===== src/rtl/tmr_regbank_pkg.sv =====
// Shared constants of the timer register bank: register indices, word
// addresses and per-register write masks / reset values.
// Assumes 32-bit words addressed by byte in a 256-byte window.
package tmr_regbank_pkg;

    localparam int NREG     = 9;
    localparam int RI_CTRL  = 0;
    localparam int RI_STAT  = 1;
    localparam int RI_CMPA  = 2;
    localparam int RI_CMPB  = 3;
    localparam int RI_IVL   = 4;
    localparam int RI_DIV   = 5;
    localparam int RI_PLS   = 6;
    localparam int RI_WDG   = 7;
    localparam int RI_CNT   = 8;

    // Word number (byte address / 4) of each register index
    function automatic int word_of(input int idx);
        case (idx)
            RI_CTRL: return 0;
            RI_STAT: return 1;
            RI_CMPA: return 2;
            RI_CMPB: return 3;
            RI_IVL:  return 4;
            RI_DIV:  return 8;
            RI_PLS:  return 12;
            RI_WDG:  return 16;
            default: return 60;
        endcase
    endfunction

    // Writable bits of each register
    function automatic logic [31:0] wmask_of(input int idx, input int cmp_w, input int div_w);
        logic [63:0] cmask;
        logic [63:0] dmask;
        cmask = (64'h1 << cmp_w) - 64'h1;
        dmask = (64'h1 << div_w) - 64'h1;
        case (idx)
            RI_CTRL: return 32'h0000_00EF;
            RI_CMPA: return cmask[31:0];
            RI_CMPB: return cmask[31:0];
            RI_IVL:  return 32'h0000_8001;
            RI_DIV:  return dmask[31:0];
            RI_PLS:  return 32'h0000_C001;
            RI_WDG:  return 32'h0000_8081;
            default: return 32'h0;
        endcase
    endfunction

    // Reset value of each register
    function automatic logic [31:0] rstval_of(input int idx, input int cmp_w);
        logic [63:0] cmask;
        cmask = (64'h1 << cmp_w) - 64'h1;
        if (idx == RI_CMPA || idx == RI_CMPB)
            return cmask[31:0];
        return 32'h0;
    endfunction

endpackage


===== src/rtl/tmr_addr_decode.sv =====
// Address decoder: turns a byte address into a one-hot register select
// and a big-endian byte-lane write strobe (offset 3 -> lane 0, bits 7:0).
// Assumes ADDR_W >= 3 and word numbers that fit in ADDR_W-2 bits.
module tmr_addr_decode
    import tmr_regbank_pkg::*;
#(
    parameter int ADDR_W = 8
) (
    input  logic [ADDR_W-1:0] addr,
    input  logic              wr,
    output logic [NREG-1:0]   word_sel,
    output logic [3:0]        lane_we
);
    localparam int WORD_W = ADDR_W - 2;

    // One comparator per mapped register
    for (genvar i = 0; i < NREG; i++) begin : g_sel
        localparam logic [WORD_W-1:0] WNUM = WORD_W'(word_of(i));
        assign word_sel[i] = (addr[ADDR_W-1:2] == WNUM);
    end

    // Big-endian lane strobe: lane index is the inverse of the byte offset
    always_comb begin
        lane_we = '0;
        if (wr)
            lane_we[~addr[1:0]] = 1'b1;
    end
endmodule


===== src/rtl/tmr_masked_reg.sv =====
// One 32-bit register written a byte at a time; only WMASK bits take the
// write data, every other bit keeps its reset value.
// Assumes lane_we is already gated by the bus write strobe.
module tmr_masked_reg #(
    parameter logic [31:0] WMASK = 32'hFFFF_FFFF,
    parameter logic [31:0] RSTV  = 32'h0
) (
    input  logic        clk,
    input  logic        rst_n,
    input  logic        sel,
    input  logic [3:0]  lane_we,
    input  logic [7:0]  wbyte,
    output logic [31:0] q
);
    for (genvar l = 0; l < 4; l++) begin : g_lane
        localparam logic [7:0] M = WMASK[l*8 +: 8];
        localparam logic [7:0] R = RSTV[l*8 +: 8];
        logic [7:0] lane_q;

        // Merge the write byte into the writable bits of this lane
        always_ff @(posedge clk) begin
            if (!rst_n)
                lane_q <= R;
            else if (sel && lane_we[l])
                lane_q <= (lane_q & ~M) | (wbyte & M);
        end

        assign q[l*8 +: 8] = lane_q;
    end
endmodule


===== src/rtl/tmr_status_reg.sv =====
// Sticky status bits set by core pulses and cleared as a whole by a
// software write; raises a one-cycle strobe if the clear removed anything.
// Assumes set pulses and the clear are sampled on the same clock.
module tmr_status_reg #(
    parameter int STAT_W = 4
) (
    input  logic              clk,
    input  logic              rst_n,
    input  logic              clr_we,
    input  logic [STAT_W-1:0] set_i,
    output logic [STAT_W-1:0] q,
    output logic              irq_clear_o
);
    // Latch set pulses; a clear write keeps only same-cycle set pulses
    always_ff @(posedge clk) begin
        if (!rst_n)
            q <= '0;
        else if (clr_we)
            q <= set_i;
        else
            q <= q | set_i;
    end

    // Deassert strobe when a clear hit a non-empty status
    always_ff @(posedge clk) begin
        if (!rst_n)
            irq_clear_o <= 1'b0;
        else
            irq_clear_o <= clr_we && (|q);
    end
endmodule


===== src/rtl/tmr_read_port.sv =====
// Registered read multiplexer: on a read strobe loads the selected word,
// or zero when no register is selected; holds otherwise.
// Assumes word_sel is one-hot or zero.
module tmr_read_port #(
    parameter int NSEL = 9
) (
    input  logic            clk,
    input  logic            rst_n,
    input  logic            rd,
    input  logic [NSEL-1:0] word_sel,
    input  logic [31:0]     vals [NSEL],
    output logic [31:0]     rdata
);
    logic [31:0] mux;

    // AND-OR select of the addressed word
    always_comb begin
        mux = '0;
        for (int i = 0; i < NSEL; i++)
            mux = mux | (word_sel[i] ? vals[i] : 32'h0);
    end

    // Load on read, hold between reads
    always_ff @(posedge clk) begin
        if (!rst_n)
            rdata <= '0;
        else if (rd)
            rdata <= mux;
    end
endmodule


===== src/rtl/tmr_regbank.sv =====
// Register bank of a multi-mode timer: decodes a byte-write / word-read
// bus, holds masked settings, sticky status and count readback, and emits
// counter-clear and interrupt-deassert strobes.
// Assumes synchronous active-low reset and a 2^ADDR_W byte window.
module tmr_regbank
    import tmr_regbank_pkg::*;
#(
    parameter int ADDR_W = 8,
    parameter int CMP_W  = 24,
    parameter int DIV_W  = 3,
    parameter int STAT_W = 4
) (
    input  logic              clk,
    input  logic              rst_n,
    input  logic [ADDR_W-1:0] bus_addr,
    input  logic              bus_wr,
    input  logic [7:0]        bus_wdata,
    input  logic              bus_rd,
    output logic [31:0]       bus_rdata,
    input  logic [CMP_W-1:0]  cnt_value_i,
    input  logic [STAT_W-1:0] stat_set_i,
    output logic              ctl_run_o,
    output logic              ctl_div_en_o,
    output logic              ctl_cnt_rst_o,
    output logic              ctl_ext_clk_o,
    output logic [1:0]        ctl_mode_o,
    output logic [CMP_W-1:0]  cmp_a_o,
    output logic [CMP_W-1:0]  cmp_b_o,
    output logic [DIV_W-1:0]  div_sel_o,
    output logic              ivl_irq_en_o,
    output logic              ivl_zero_clr_o,
    output logic              pls_a_irq_en_o,
    output logic              pls_b_irq_en_o,
    output logic              pls_ff_init_o,
    output logic              wdg_irq_en_o,
    output logic              wdg_disable_o,
    output logic              wdg_clear_o,
    output logic              cnt_clear_o,
    output logic              irq_clear_o
);
    logic [NREG-1:0]   word_sel;
    logic [3:0]        lane_we;
    logic [31:0]       vals [NREG];
    logic [STAT_W-1:0] stat_q;
    logic              stat_clr_we;

    tmr_addr_decode #(.ADDR_W(ADDR_W)) u_dec (
        .addr     (bus_addr),
        .wr       (bus_wr),
        .word_sel (word_sel),
        .lane_we  (lane_we)
    );

    // One storage element per register index; status and readback are special
    for (genvar i = 0; i < NREG; i++) begin : g_reg
        if (i == RI_STAT) begin : g_stat
            assign vals[i] = 32'(stat_q);
        end else if (i == RI_CNT) begin : g_cnt
            assign vals[i] = 32'(cnt_value_i);
        end else begin : g_rw
            tmr_masked_reg #(
                .WMASK (wmask_of(i, CMP_W, DIV_W)),
                .RSTV  (rstval_of(i, CMP_W))
            ) u_reg (
                .clk     (clk),
                .rst_n   (rst_n),
                .sel     (word_sel[i]),
                .lane_we (lane_we),
                .wbyte   (bus_wdata),
                .q       (vals[i])
            );
        end
    end

    assign stat_clr_we = word_sel[RI_STAT] && lane_we[0];

    tmr_status_reg #(.STAT_W(STAT_W)) u_stat (
        .clk         (clk),
        .rst_n       (rst_n),
        .clr_we      (stat_clr_we),
        .set_i       (stat_set_i),
        .q           (stat_q),
        .irq_clear_o (irq_clear_o)
    );

    // Counter-clear strobe: control write with run low and count reset high
    always_ff @(posedge clk) begin
        if (!rst_n)
            cnt_clear_o <= 1'b0;
        else
            cnt_clear_o <= word_sel[RI_CTRL] && lane_we[0] && !bus_wdata[7] && bus_wdata[5];
    end

    tmr_read_port #(.NSEL(NREG)) u_rd (
        .clk      (clk),
        .rst_n    (rst_n),
        .rd       (bus_rd),
        .word_sel (word_sel),
        .vals     (vals),
        .rdata    (bus_rdata)
    );

    // Field breakout toward the counter core
    assign ctl_run_o      = vals[RI_CTRL][7];
    assign ctl_div_en_o   = vals[RI_CTRL][6];
    assign ctl_cnt_rst_o  = vals[RI_CTRL][5];
    assign ctl_ext_clk_o  = vals[RI_CTRL][2];
    assign ctl_mode_o     = vals[RI_CTRL][1:0];
    assign cmp_a_o        = vals[RI_CMPA][CMP_W-1:0];
    assign cmp_b_o        = vals[RI_CMPB][CMP_W-1:0];
    assign div_sel_o      = vals[RI_DIV][DIV_W-1:0];
    assign ivl_irq_en_o   = vals[RI_IVL][15];
    assign ivl_zero_clr_o = vals[RI_IVL][0];
    assign pls_b_irq_en_o = vals[RI_PLS][15];
    assign pls_a_irq_en_o = vals[RI_PLS][14];
    assign pls_ff_init_o  = vals[RI_PLS][0];
    assign wdg_irq_en_o   = vals[RI_WDG][15];
    assign wdg_disable_o  = vals[RI_WDG][7];
    assign wdg_clear_o    = vals[RI_WDG][0];
endmodule


===== config.mk =====
export PLATFORM = sky130hd
export DESIGN_NAME = tmr_regbank
export DESIGN_NICKNAME = d
export VERILOG_FILES = /design/src/rtl/tmr_regbank_pkg.sv /design/src/rtl/tmr_addr_decode.sv /design/src/rtl/tmr_masked_reg.sv /design/src/rtl/tmr_status_reg.sv /design/src/rtl/tmr_read_port.sv /design/src/rtl/tmr_regbank.sv
export SDC_FILE = /design/constraint.sdc
export NUM_CORES = 1
export LEC_CHECK = 0
export CAP_MARGIN = 10
export CORE_MARGIN = 10
export CORE_UTILIZATION = 41
export DETAILED_ROUTE_END_ITERATION = 7
export PLACE_DENSITY = 0.73
export SLEW_MARGIN = 5
export SYNTH_ARGS = -nofsm -noshare
export SYNTH_HDL_FRONTEND = slang
export SYNTH_SLANG_ARGS = --single-unit

===== constraint.sdc =====
create_clock -name clk -period 1.91 [get_ports clk]
set_input_delay 0.382 -clock clk [delete_from_list [all_inputs] [get_ports clk]]
set_output_delay 0.382 -clock clk [all_outputs]
set_load 0.01 [all_outputs]

* Word level (Yosys, flattened, before mapping)
Cells that the tools add are included.
** Cells by class
- $lt $le $gt $ge :: 2
- Equality and inequality tests :: 8
- Muxes and demuxes :: 13
- Bitwise logic cells :: 18
- Reduce and logical (&&, ||, !) cells :: 22
** Operators by type and width (count)
- 32-bit bitwise OR :: 8
- 24-bit two-way mux :: 3
- 16-bit two-way mux :: 3
- 7-bit by 8-bit bitwise OR with 8-bit output :: 3
- 1-bit logical AND :: 19
- 8-bit two-way mux :: 2
- 8-bit by 1-bit bitwise OR with 8-bit output :: 2
- 6-bit by 2-bit equality test with 1-bit output (second input constant) :: 2
- 6-bit by 4-bit equality test with 1-bit output (second input constant) :: 2
- 4-bit two-way mux :: 2
- 5-bit by 8-bit bitwise OR with 8-bit output :: 1
- 6-bit by 8-bit bitwise OR with 8-bit output :: 1
- 8-bit by 3-bit bitwise OR with 8-bit output :: 1
- 6-bit by 1-bit equality test with 1-bit output (second input constant) :: 1
- 6-bit by 3-bit equality test with 1-bit output (second input constant) :: 1
- 6-bit by 5-bit equality test with 1-bit output (second input constant) :: 1
- 6-bit equality test (second input constant) :: 1
- 6-bit zero test :: 1
- 4-bit bitwise OR :: 1
- 4-bit OR reduction :: 1
- 2-bit by 3-bit < comparator with 1-bit output (second input constant) :: 1
- 3-bit two-way mux :: 1
- 1-bit demux with 2-bit select :: 1
- 2-bit by 1-bit >= comparator with 1-bit output (second input constant) :: 1
- other kinds (3) :: 3
** Storage, ports and cells
- Register bits :: 150
- Bits of input ports :: 48
- Word-level logic and storage cells :: 81

* Longest topological paths before layout
Gate-level depths: netlist (run 1).
- Depth in word-level cells :: 10
- Mapped depth :: 6
- Depth with buffers taken out :: 4

* By module
A second synthesis (run 1) with hierarchy kept.
** Second synthesis, totals
- Cell total of the unflattened synthesis :: 781
- Area, all modules :: 6800.3 um2
** By module, submodules not included
- tmr_read_port :: times used 1, cells an instance 293, area each 2603.7 um2, sequential area each 640.6 um2
- tmr_masked_reg (g_reg[2].g_rw.u_reg ...) :: times used 2, cells an instance 109, area each 999.7 um2, sequential area each 480.5 um2
- tmr_masked_reg (g_reg[0].g_rw.u_reg) :: times used 1, cells an instance 58, area each 498.0 um2, sequential area each 140.1 um2
- tmr_masked_reg (g_reg[5].g_rw.u_reg) :: times used 1, cells an instance 43, area each 346.6 um2, sequential area each 60.1 um2
- tmr_masked_reg (g_reg[6].g_rw.u_reg) :: times used 1, cells an instance 44, area each 339.1 um2, sequential area each 60.1 um2
- tmr_masked_reg (g_reg[7].g_rw.u_reg) :: times used 1, cells an instance 43, area each 337.8 um2, sequential area each 60.1 um2
- tmr_masked_reg (g_reg[4].g_rw.u_reg) :: times used 1, cells an instance 41, area each 311.5 um2, sequential area each 40.0 um2
- tmr_status_reg :: times used 1, cells an instance 16, area each 175.2 um2, sequential area each 100.1 um2
- tmr_addr_decode :: times used 1, cells an instance 19, area each 143.9 um2, sequential area each 0.0 um2
- tmr_regbank :: times used 1, cells an instance 6, area each 45.0 um2, sequential area each 20.0 um2

* Least setup slack after synthesis (run 1)
Ideal clock, no wire load.
- Kind :: in2reg
- From :: input port bus_addr[5]
- To :: register g_reg[2].g_rw.u_reg.g_lane[2].lane_q[7]
- Library setup time :: 129 ps
- Data arrival time :: 1755 ps
- Data required time :: 1781 ps
- Slack :: 26 ps
- Stages on the path :: 5
- Path buffers :: 1
- Cells stage by stage :: or4_1 > buf_4 > nor3_4 > mux2i_1 > nand2_1
** Between the ends
- Cells in the longest elaborated chain, start to end :: 2
** RTL lines
- start: declaration :: line tmr_regbank.sv:15 : input logic [ADDR_W-1:0] bus_addr,
- 6-bit by 2-bit equality test with 1-bit output :: line tmr_addr_decode.sv:19 : assign word_sel[i] = (addr[ADDR_W-1:2] == WNUM);
- 1-bit logical AND :: line tmr_masked_reg.sv:24 : else if (sel && lane_we[l])
- end signal: assignment :: line tmr_masked_reg.sv:25 : lane_q <= (lane_q & ~M) | (wbyte & M);
- end: declaration :: line tmr_masked_reg.sv:18 : logic [7:0] lane_q;
No other way between the ends.
A chain may end at the register's enable or synchronous reset.

* Final worst setup path (run 1)
- From :: input port bus_addr[4]
- To :: register u_rd.rdata[7]
** Between the ends
- Cells in the longest elaborated chain, start to end :: 10
** RTL lines
- 6-bit zero test :: line tmr_addr_decode.sv:19
- 8-bit two-way mux :: line tmr_read_port.sv:20 : mux = mux | (word_sel[i] ? vals[i] : 32'h0);
- 32-bit bitwise OR (7 in series) :: line tmr_read_port.sv:20
- 32-bit bitwise OR (*) :: line tmr_read_port.sv:20
- end signal: assignment :: line tmr_read_port.sv:28 : rdata <= mux;
- end: declaration :: line tmr_read_port.sv:12 : output logic [31:0] rdata
Every way passes the cells marked *; elsewhere a longest branch is shown, timed or not.

==> results of run 1 <==
stage by stage:
stage               cells  utilization [%]  power (mW)  worst slack [ps]
floorplan             474                -       2.290             25.60
global placement      748            60.86       2.536            -435.1
detailed placement    748            60.86       2.546            -483.4
CTS                   764            63.06       3.860             1.331
global route          764            63.74       3.999             5.128
finish                764            63.74       3.857             50.11
synth_stat cells, types with 2 or more instances:
cell type,number,area [sq um]
clkbuf_1,30,112.6
o21ai_0,24,120.1
nand4_1,2,12.51
nand3_1,48,240.2
mux2i_1,49,490.5
nand2_1,82,307.8
dfxtp_1,96,1922
a2111oi_0,2,17.52
nand4b_1,4,35.03
buf_4,13,97.59
nand3b_1,2,15.01
a221oi_1,18,157.7
nor3b_1,2,15.01
a21boi_0,10,75.07
nor2_1,3,11.26
a21oi_1,20,100.1
nor4_1,3,18.77
a222oi_1,2,20.02
buf_2,5,25.02
nor2_2,2,12.51
nor3_4,3,48.80
a2bb2oi_1,6,52.55
nor3_1,4,20.02
and3_1,3,18.77
a31oi_1,8,50.05
nor2b_1,13,81.33
worst max-delay path, stage by stage:
cell             delay [ps]
clkdlybuf4s50_1         430
or4_4                   640
nor2_2                  330
a221oi_1                170
a21oi_1                 210
state kept, by name, indices dropped and copies added, names as in the netlist:
name,count
u_stat.irq_clear_o,1
g.g_rw.u_reg.g_lane.lane_q,66
cnt_clear_o,1
u_stat.q,4
u_rd.rdata,24
worst max-delay path by stage:
stage                                                    endpoint   startpoint  slack [ps]
final                                               u_rd.rdata[7]  bus_addr[4]          50
after global routing                                  u_stat.q[3]  bus_addr[5]           5
after CTS                 g_reg[3].g_rw.u_reg.g_lane[2].lane_q[3]  bus_addr[5]           1
after detailed placement  g_reg[3].g_rw.u_reg.g_lane[2].lane_q[4]  bus_addr[7]        -480
after global placement                              u_rd.rdata[0]  bus_addr[6]        -440
after floorplan           g_reg[2].g_rw.u_reg.g_lane[2].lane_q[7]  bus_addr[5]          30
cells by family after synthesis:
family / after synthesis
multiplexers: 49
AO/OA/AOI/OAI: 94
AND/OR/NAND/NOR: 178
other: 1
buffers and inverters: 49
flip-flops: 96
routing by layer:
metal	vias up	GRT usage [%]	wire [um]	part of all wire [%]
met5	-	0	0	0
met4	0	7.768	307	2.1
met3	21	7.538	1531	10
met2	189	31.67	6931	47
met1	2004	23.14	5979	41
li1	1984	-	-	-
layout make-up:
type	count	share of cell area (%)
clock inverters	7	1.234
clock buffers	9	1.970
multi-input cells	329	33.69
flip-flops and latches	96	30.57
well taps	133	2.647
inverters	1	0.05970
repair buffers	189	29.83
power by group through the flow:
| stage | clock network, mW | registers, mW | logic (mW) |
|---|---|---|---|
| after floorplan | 0 | 2.11 | 0.179 |
| after global placement | 0 | 2.10 | 0.436 |
| after detailed placement | 0 | 2.10 | 0.443 |
| after CTS | 1.36 | 2.06 | 0.446 |
| after global routing | 1.45 | 2.06 | 0.487 |
| final | 1.34 | 2.06 | 0.457 |
what timing repair did:
action,in CTS,in global routing
endpoints found under the setup margin,44,56
gates resized for setup,6,17
gates cloned,0,1
pin swaps,1,8
==> impl_results.html, run 1 <==
<table>
<tr><th>Metric</th><th>Value</th></tr>
<tr><th colspan="2">Pwr</th></tr>
<tr><td>Ratio of total power to cell area</td><td>613.5 nW/um^2</td></tr>
<tr><td>Net Sw Power</td><td>1.080 mW</td></tr>
<tr><td>Switching share of power</td><td>between 20% and 30%</td></tr>
<tr><td>Internal cell power</td><td>between 2 and 3 mW</td></tr>
<tr><td>Gate power share</td><td>11.8%</td></tr>
<tr><td>Static Leak</td><td>2.389 nW</td></tr>
<tr><td>Sequential cell fraction of total power</td><td>53.3%</td></tr>
<tr><td>Maximum resistive drop on vdd</td><td>394.8 uV</td></tr>
<tr><td>Clock network fraction of design power</td><td>34.8%</td></tr>
<tr><th colspan="2">Critical path</th></tr>
<tr><td>Worst setup slack for register-to-register paths</td><td>around 250 ps</td></tr>
<tr><td>Launch instance of the worst register-to-register path</td><td>g_reg[6].g_rw.u_reg.g_lane[0].lane_q[0]</td></tr>
<tr><td>Reg-to-reg endpoint</td><td>u_rd.rdata[0]</td></tr>
<tr><td>Critical setup path kind</td><td>input port to register</td></tr>
<tr><td>Worst reg-to-reg path cell count</td><td>5</td></tr>
<tr><td>Data required time of the worst path</td><td>2210 ps</td></tr>
<tr><td>Maximum fanout count along the critical path</td><td>6</td></tr>
<tr><td>Element type at the critical path end</td><td>register</td></tr>
<tr><td>Kind of start point of the critical path</td><td>input port</td></tr>
<tr><td>Critical Path AT</td><td>2160 ps</td></tr>
<tr><th colspan="2">Flow run</th></tr>
<tr><td>Number of max-cap violations</td><td>0</td></tr>
<tr><th colspan="2">Clock tree</th></tr>
<tr><td>Number of H-tree levels</td><td>3</td></tr>
<tr><td>Clock Latency Late Sink</td><td>390 ps</td></tr>
<tr><td>Total clock buffers created by CTS</td><td>9</td></tr>
<tr><td>Number of hold buffers added after cts</td><td>0</td></tr>
<tr><td>CTS Buffer Depth</td><td>2</td></tr>
<tr><td>Buffer count from post-CTS setup fixing</td><td>0</td></tr>
<tr><td>Sinks on Clock Net</td><td>96</td></tr>
<tr><td>Clock edge transition at the registers on the reported setup and hold paths</td><td>100 ps</td></tr>
<tr><td>CTS tree</td><td>done</td></tr>
<tr><td>Clock Tree Root</td><td>clkbuf_8</td></tr>
<tr><th colspan="2">Floorplan</th></tr>
<tr><td>Area of the die</td><td>14640 sq um</td></tr>
<tr><td>Chip height</td><td>121.0 um</td></tr>
<tr><td>Ports placed on the boundary</td><td>147</td></tr>
<tr><td>Number of core rows</td><td>36</td></tr>
<tr><td>Die W</td><td>121.0 um</td></tr>
<tr><td>Starting density of the core</td><td>42.38%</td></tr>
<tr><td>Area of the core</td><td>about 9900 sq um</td></tr>
<tr><th colspan="2">Detailed routing</th></tr>
<tr><td>DRC viols</td><td>0</td></tr>
<tr><td>Number of routed nets with antenna violations</td><td>0</td></tr>
<tr><td>DR pass1 iterations</td><td>5</td></tr>
<tr><td>DR WL/cell</td><td>19.31 um</td></tr>
<tr><td>Via count normalized by instance count</td><td>5.495</td></tr>
<tr><td>DR vias</td><td>4198</td></tr>
<tr><td>Detailed Route WL</td><td>14.75 mm</td></tr>
<tr><td>Detailed Route Iter0 Violations</td><td>296</td></tr>
<tr><th colspan="2">Logic synthesis</th></tr>
<tr><td>Average cell area after synthesis</td><td>8.951 sq um</td></tr>
<tr><td>Part of the Yosys area used for sequential elements</td><td>approximately 46%</td></tr>
<tr><td>Synthesized netlist cell count</td><td>467</td></tr>
<tr><td>Post-synthesis simple-gate area fraction</td><td>between 20% and 30%</td></tr>
<tr><td>Synth warnings</td><td>0</td></tr>
<tr><td>Share of cell area taken by muxes after synthesis</td><td>11.73%</td></tr>
<tr><td>Main combinational cell family by area after synthesis</td><td>simple AND/OR/NAND/NOR gates</td></tr>
<tr><td>EDFF count, synth</td><td>0</td></tr>
<tr><td>Fraction of registers with async set or reset after synthesis</td><td>0%</td></tr>
<tr><td>Share of the synthesized area in compound gates (AO/OA/AOI/OAI)</td><td>15.00%</td></tr>
<tr><td>Arithmetic-cell share of the synthesized area counting full adders, half adders and majority gates</td><td>0%</td></tr>
<tr><td>Synthesized flop and latch total</td><td>96</td></tr>
<tr><td>Post-synthesis xor/xnor area fraction</td><td>0%</td></tr>
<tr><td>Count of cell types in the netlist</td><td>39</td></tr>
<tr><td>Cell area after synthesis</td><td>4180 sq um</td></tr>
<tr><td>Primary flip-flop cell chosen by synthesis mapping</td><td>dfxtp_1</td></tr>
<tr><th colspan="2">Layout</th></tr>
<tr><td>Post-synthesis to final-layout area growth</td><td>50.40%</td></tr>
<tr><td>Commonest cells after routing, fill and taps aside</td><td>clkdlybuf4s50_1 (134), dfxtp_1 (96), nand2_1 (82), mux2i_1 (48), nand3_1 (48)</td></tr>
<tr><td>Storage element area</td><td>1922 sq um</td></tr>
<tr><td>Fraction of layout cells with a size suffix above 1</td><td>13.47%</td></tr>
<tr><td>Cell area after layout</td><td>6287 sq um</td></tr>
<tr><td>Diode insertion count for antenna repair</td><td>0</td></tr>
<tr><td>Most common library cell in the layout ignoring fill and taps</td><td>clkdlybuf4s50_1</td></tr>
<tr><td>Total Nets Final</td><td>between 600 and 700</td></tr>
<tr><td>Area taken by multi-input logic gates</td><td>2118 sq um</td></tr>
<tr><td>Fillers</td><td>about 820</td></tr>
<tr><th colspan="2">GRT</th></tr>
<tr><td>Number of global-route vias before repair</td><td>4269</td></tr>
<tr><td>Antenna violations before repair</td><td>0</td></tr>
<tr><td>Total congestion overflow after global routing</td><td>0</td></tr>
<tr><td>Wire length of the first global-routing pass</td><td>~23 mm</td></tr>
<tr><td>Overall global routing resource usage</td><td>19.70%</td></tr>
<tr><td>Pin count of the biggest net entering global routing</td><td>97</td></tr>
<tr><th colspan="2">Worst hold path</th></tr>
<tr><td>WHS Path Cells</td><td>3</td></tr>
<tr><td>Startpoint of the most critical hold path</td><td>rst_n</td></tr>
<tr><td>WHS Endpoint</td><td>g_reg[2].g_rw.u_reg.g_lane[2].lane_q[7]</td></tr>
<tr><td>Type of the worst min-delay path</td><td>input port to register</td></tr>
<tr><th colspan="2">STA</th></tr>
<tr><td>Setup Total Neg Slack</td><td>0 ps</td></tr>
<tr><td>Worst hold slack</td><td>452.3 ps</td></tr>
<tr><td>Final setup violation count</td><td>0</td></tr>
<tr><td>Least-Margin Pin Slew</td><td>543.9 ps</td></tr>
<tr><td>Final clock period utilization by the worst path</td><td>97.38%</td></tr>
<tr><td>Headroom to the max-slew limit</td><td>63.63%</td></tr>
<tr><td>Crit path time final</td><td>1860 ps</td></tr>
<tr><td>Worst clock skew on the final layout</td><td>11.21 ps</td></tr>
<tr><td>Unrepaired setup endpoints after global routing</td><td>no</td></tr>
<tr><td>Final Max Tran Viols</td><td>0</td></tr>
<tr><td>Final Hold Fails</td><td>0</td></tr>
<tr><td>Highest clock rate</td><td>between 0.5 and 0.6 GHz</td></tr>
<tr><th colspan="2">Status</th></tr>
<tr><td>Run status</td><td>complete, no violations</td></tr>
<tr><th colspan="2">Placed design</th></tr>
<tr><td>Placed Area</td><td>6003 sq um</td></tr>
<tr><td>Number of I/O port buffers</td><td>138</td></tr>
<tr><td>Final HPWL from detailed placement</td><td>around 11 mm</td></tr>
<tr><td>Gp weighted congestion</td><td>approximately 0.89</td></tr>
</table>
No activity file was read; power rests on OpenSTA's default activity.
==> run 2, diff against run 1 <==
ABC_AREA = 1   (was default)
CORE_UTILIZATION = 49   (was 41)
CTS_CLUSTER_DIAMETER = 40   (was default)
PLACE_DENSITY = 0.81   (was 0.73)
clock period = 2.35 ns   (was 1.91 ns; I/O delays follow)
==> impl_results.html, run 2 <==
<table>
<tr><th>Metric</th><th>Value</th></tr>
<tr><th colspan="2">GRT</th></tr>
<tr><td>Pin count of the biggest net entering global routing</td><td>60</td></tr>
<tr><td>Overall global routing resource usage</td><td>22.03%</td></tr>
<tr><td>Number of global-route vias before repair</td><td>between 4000 and 5000</td></tr>
<tr><td>Antenna violations before repair</td><td>0</td></tr>
<tr><td>Total congestion overflow after global routing</td><td>0</td></tr>
<tr><td>Wire length of the first global-routing pass</td><td>between 20 and 25 mm</td></tr>
<tr><th colspan="2">Layout</th></tr>
<tr><td>Fillers</td><td>735</td></tr>
<tr><td>Post-synthesis to final-layout area growth</td><td>37.56%</td></tr>
<tr><td>Fraction of layout cells with a size suffix above 1</td><td>11.48%</td></tr>
<tr><td>Register with the most flip-flops</td><td>g.g_rw.u_reg.g_lane.lane_q</td></tr>
<tr><td>Flip-flop count of the largest register, all copies and words added</td><td>between 60 and 70</td></tr>
<tr><td>Commonest cells after routing, fill and taps aside</td><td>nand2_1 (139), clkdlybuf4s50_1 (137), dfxtp_1 (96), nor2_1 (67), a21oi_1 (43)</td></tr>
<tr><td>Total Nets Final</td><td>776</td></tr>
<tr><td>Largest registers ranked by flip-flop count</td><td>g.g_rw.u_reg.g_lane.lane_q (66), u_rd.rdata (24), u_stat.q (4)</td></tr>
<tr><td>Storage element area</td><td>1922 sq um</td></tr>
<tr><td>Layout Utilization</td><td>about 70%</td></tr>
<tr><td>Diode insertion count for antenna repair</td><td>0</td></tr>
<tr><td>Area taken by multi-input logic gates</td><td>2071 sq um</td></tr>
<tr><td>Most common library cell in the layout ignoring fill and taps</td><td>nand2_1</td></tr>
<tr><th colspan="2">Clock tree</th></tr>
<tr><td>Number of hold buffers added after cts</td><td>0</td></tr>
<tr><td>Clock Latency Late Sink</td><td>between 300 and 400 ps</td></tr>
<tr><td>Total clock buffers created by CTS</td><td>9</td></tr>
<tr><td>Sinks on Clock Net</td><td>96</td></tr>
<tr><td>Number of H-tree levels</td><td>3</td></tr>
<tr><td>Clock Tree Root</td><td>clkbuf_8</td></tr>
<tr><td>Clock edge transition at the registers on the reported setup and hold paths</td><td>90 ps</td></tr>
<tr><td>CTS tree</td><td>done</td></tr>
<tr><td>Buffer count from post-CTS setup fixing</td><td>0</td></tr>
<tr><td>CTS Buffer Depth</td><td>2</td></tr>
<tr><td>Number of gates resized after CTS</td><td>0</td></tr>
<tr><th colspan="2">Floorplan</th></tr>
<tr><td>Area of the core</td><td>8721 sq um</td></tr>
<tr><td>Number of core rows</td><td>34</td></tr>
<tr><td>Ports placed on the boundary</td><td>147</td></tr>
<tr><td>Die W</td><td>114.7 um</td></tr>
<tr><td>Area of the die</td><td>about 13000 sq um</td></tr>
<tr><td>Starting density of the core</td><td>about half</td></tr>
<tr><td>Chip height</td><td>114.7 um</td></tr>
<tr><th colspan="2">Logic synthesis</th></tr>
<tr><td>EDFF count, synth</td><td>0</td></tr>
<tr><td>Main combinational cell family by area after synthesis</td><td>simple AND/OR/NAND/NOR gates</td></tr>
<tr><td>Largest cells by area after synthesis</td><td>dfxtp_1 (44%), nand2_1 (12%), nor2_1 (5.7%)</td></tr>
<tr><td>Share of Yosys cell area claimed by the top area cell type</td><td>43.74%</td></tr>
<tr><td>Primary flip-flop cell chosen by synthesis mapping</td><td>dfxtp_1</td></tr>
<tr><td>Synth warnings</td><td>0</td></tr>
<tr><td>Synth top cells by count</td><td>nand2_1 (139), dfxtp_1 (96), nor2_1 (67)</td></tr>
<tr><td>Count of cell types in the netlist</td><td>30</td></tr>
<tr><td>Share of cell area taken by muxes after synthesis</td><td>0%</td></tr>
<tr><td>Synthesized flop and latch total</td><td>96</td></tr>
<tr><td>Synthesized netlist cell count</td><td>between 500 and 600</td></tr>
<tr><td>Post-synthesis simple-gate area fraction</td><td>29.01%</td></tr>
<tr><td>Part of the Yosys area used for sequential elements</td><td>around 44%</td></tr>
<tr><td>Most area-hungry cell type in the Yosys netlist</td><td>dfxtp_1</td></tr>
<tr><td>Top-count cell post-synth</td><td>nand2_1</td></tr>
<tr><td>Average cell area after synthesis</td><td>7.473 sq um</td></tr>
<tr><td>Post-synthesis xor/xnor area fraction</td><td>0%</td></tr>
<tr><td>Arithmetic-cell share of the synthesized area counting full adders, half adders and majority gates</td><td>0%</td></tr>
<tr><td>Fraction of registers with async set or reset after synthesis</td><td>0%</td></tr>
<tr><td>Share of the synthesized area in compound gates (AO/OA/AOI/OAI)</td><td>17.43%</td></tr>
<tr><td>Cell area after synthesis</td><td>4394 sq um</td></tr>
<tr><th colspan="2">STA</th></tr>
<tr><td>Worst clock skew on the final layout</td><td>7.448 ps</td></tr>
<tr><td>Unrepaired setup endpoints after global routing</td><td>no</td></tr>
<tr><td>Setup Total Neg Slack</td><td>0 ps</td></tr>
<tr><td>Least-Margin Pin Slew</td><td>627.4 ps</td></tr>
<tr><td>Final Max Tran Viols</td><td>0</td></tr>
<tr><td>Headroom to the max-slew limit</td><td>around 58%</td></tr>
<tr><td>Highest clock rate</td><td>around 0.5 GHz</td></tr>
<tr><td>Final setup violation count</td><td>0</td></tr>
<tr><td>Final Hold Fails</td><td>0</td></tr>
<tr><td>Final clock period utilization by the worst path</td><td>82.89%</td></tr>
<tr><td>Crit path time final</td><td>between 1500 and 2000 ps</td></tr>
<tr><th colspan="2">Critical path</th></tr>
<tr><td>Critical setup path kind</td><td>input port to register</td></tr>
<tr><td>Kind of start point of the critical path</td><td>input port</td></tr>
<tr><td>CP startpoint</td><td>bus_addr[2]</td></tr>
<tr><td>Data required time of the worst path</td><td>2560 ps</td></tr>
<tr><td>Critical Path AT</td><td>between 2000 and 2500 ps</td></tr>
<tr><td>Element type at the critical path end</td><td>register</td></tr>
<tr><td>Maximum fanout count along the critical path</td><td>15</td></tr>
<tr><td>Launch instance of the worst register-to-register path</td><td>g_reg[2].g_rw.u_reg.g_lane[0].lane_q[1]</td></tr>
<tr><th colspan="2">Flow run</th></tr>
<tr><td>Number of max-cap violations</td><td>0</td></tr>
<tr><th colspan="2">Pwr</th></tr>
<tr><td>Sequential cell fraction of total power</td><td>53.6%</td></tr>
<tr><td>Internal cell power</td><td>roughly 2.3 mW</td></tr>
<tr><td>Ratio of total power to cell area</td><td>515.6 nW/um^2</td></tr>
<tr><td>Net Sw Power</td><td>a little under 800 uW</td></tr>
<tr><td>Clock network fraction of design power</td><td>34.9%</td></tr>
<tr><td>Maximum resistive drop on vdd</td><td>302.0 uV</td></tr>
<tr><td>Gate power share</td><td>11.5%</td></tr>
<tr><td>Static Leak</td><td>2.771 nW</td></tr>
<tr><td>Switching share of power</td><td>25.12%</td></tr>
<tr><th colspan="2">Worst hold path</th></tr>
<tr><td>Type of the worst min-delay path</td><td>register to register</td></tr>
<tr><td>Startpoint of the most critical hold path</td><td>g_reg[2].g_rw.u_reg.g_lane[2].lane_q[1]</td></tr>
<tr><th colspan="2">Detailed routing</th></tr>
<tr><td>DRC viols</td><td>0</td></tr>
<tr><td>Detailed Route Iter0 Violations</td><td>~350</td></tr>
<tr><td>DR pass1 iterations</td><td>4</td></tr>
<tr><td>DR WL/cell</td><td>17.64 um</td></tr>
<tr><td>Detailed Route WL</td><td>14.82 mm</td></tr>
<tr><td>Via count normalized by instance count</td><td>approximately 5.4</td></tr>
<tr><td>Number of routed nets with antenna violations</td><td>0</td></tr>
<tr><td>DR vias</td><td>4528</td></tr>
<tr><th colspan="2">Status</th></tr>
<tr><td>Run status</td><td>complete, no violations</td></tr>
<tr><th colspan="2">Placed design</th></tr>
<tr><td>Number of I/O port buffers</td><td>138</td></tr>
<tr><td>Final HPWL from detailed placement</td><td>11.45 mm</td></tr>
<tr><td>Gp weighted congestion</td><td>around 0.91</td></tr>
</table>
[run 2: critical path: stages]
cell	delay (ps)
clkdlybuf4s50_1	560
nand2_1	90
nor2_2	200
nand2_4	160
inv_4	200
nand2_2	250
nand2_1	150
o211ai_2	80
[run 2: final timing paths]
path | end | slack, ps | cells past startpoint
hold reg to reg | g_reg[2].g_rw.u_reg.g_lane[2].lane_q[1] | 500 | 2
setup reg to reg | u_rd.rdata[1] | 1450 | 4
hold / removal | g_reg[2].g_rw.u_reg.g_lane[2].lane_q[1] | 500 | 2
setup / recovery | g_reg[3].g_rw.u_reg.g_lane[2].lane_q[1] | 400 | 8
[run 2: layer usage]
metal	global-route usage [%]	vias up	part of all wire [%]
li1	-	2212	-
met1	27.10	2123	42
met2	36.13	172	47
met3	6.289	21	9.1
met4	7.591	0	2.0
met5	0	-	0
[run 2: kinds of logic (layout without fill, tap and decap cells)]
| kind of cell | count (synthesis) | count (layout) |
|---|---|---|
| buffers and inverters | 84 | 221 |
| AOI/OAI and AO/OA | 121 | 121 |
| DFF | 96 | 96 |
| other | 1 | 8 |
| and+or+nand+nor | 286 | 286 |
[run 2: cell type report]
type | count | share of cell area, %
tap | 108 | 2.236
inverter | 45 | 2.877
clock buffer | 10 | 2.277
timing repair buffer | 161 | 25.63
clock inverter | 5 | 0.9315
sequential | 96 | 31.79
multi-input combinational | 415 | 34.26
[run 2: metrics by stage]
stage	hold WS (ps)	cell area [sq um]	power (mW)	setup WS (ps)	cells
global route	529.6	6045	3.222	245.5	840
global placement	475.4	5851	2.057	137.0	825
detailed placement	475.1	5851	2.064	48.53	825
CTS	491.4	6045	3.124	423.5	840
finish	497.0	6045	3.117	402.0	840
floorplan	477.5	4420	1.868	927.9	595
[run 2: power groups by stage]
stage	logic (mW)	registers (mW)	clock network [mW]
after detailed placement	0.354	1.71	0
final	0.357	1.67	1.09
after floorplan	0.151	1.72	0
after global routing	0.387	1.68	1.16
after CTS	0.356	1.67	1.10
after global placement	0.350	1.71	0
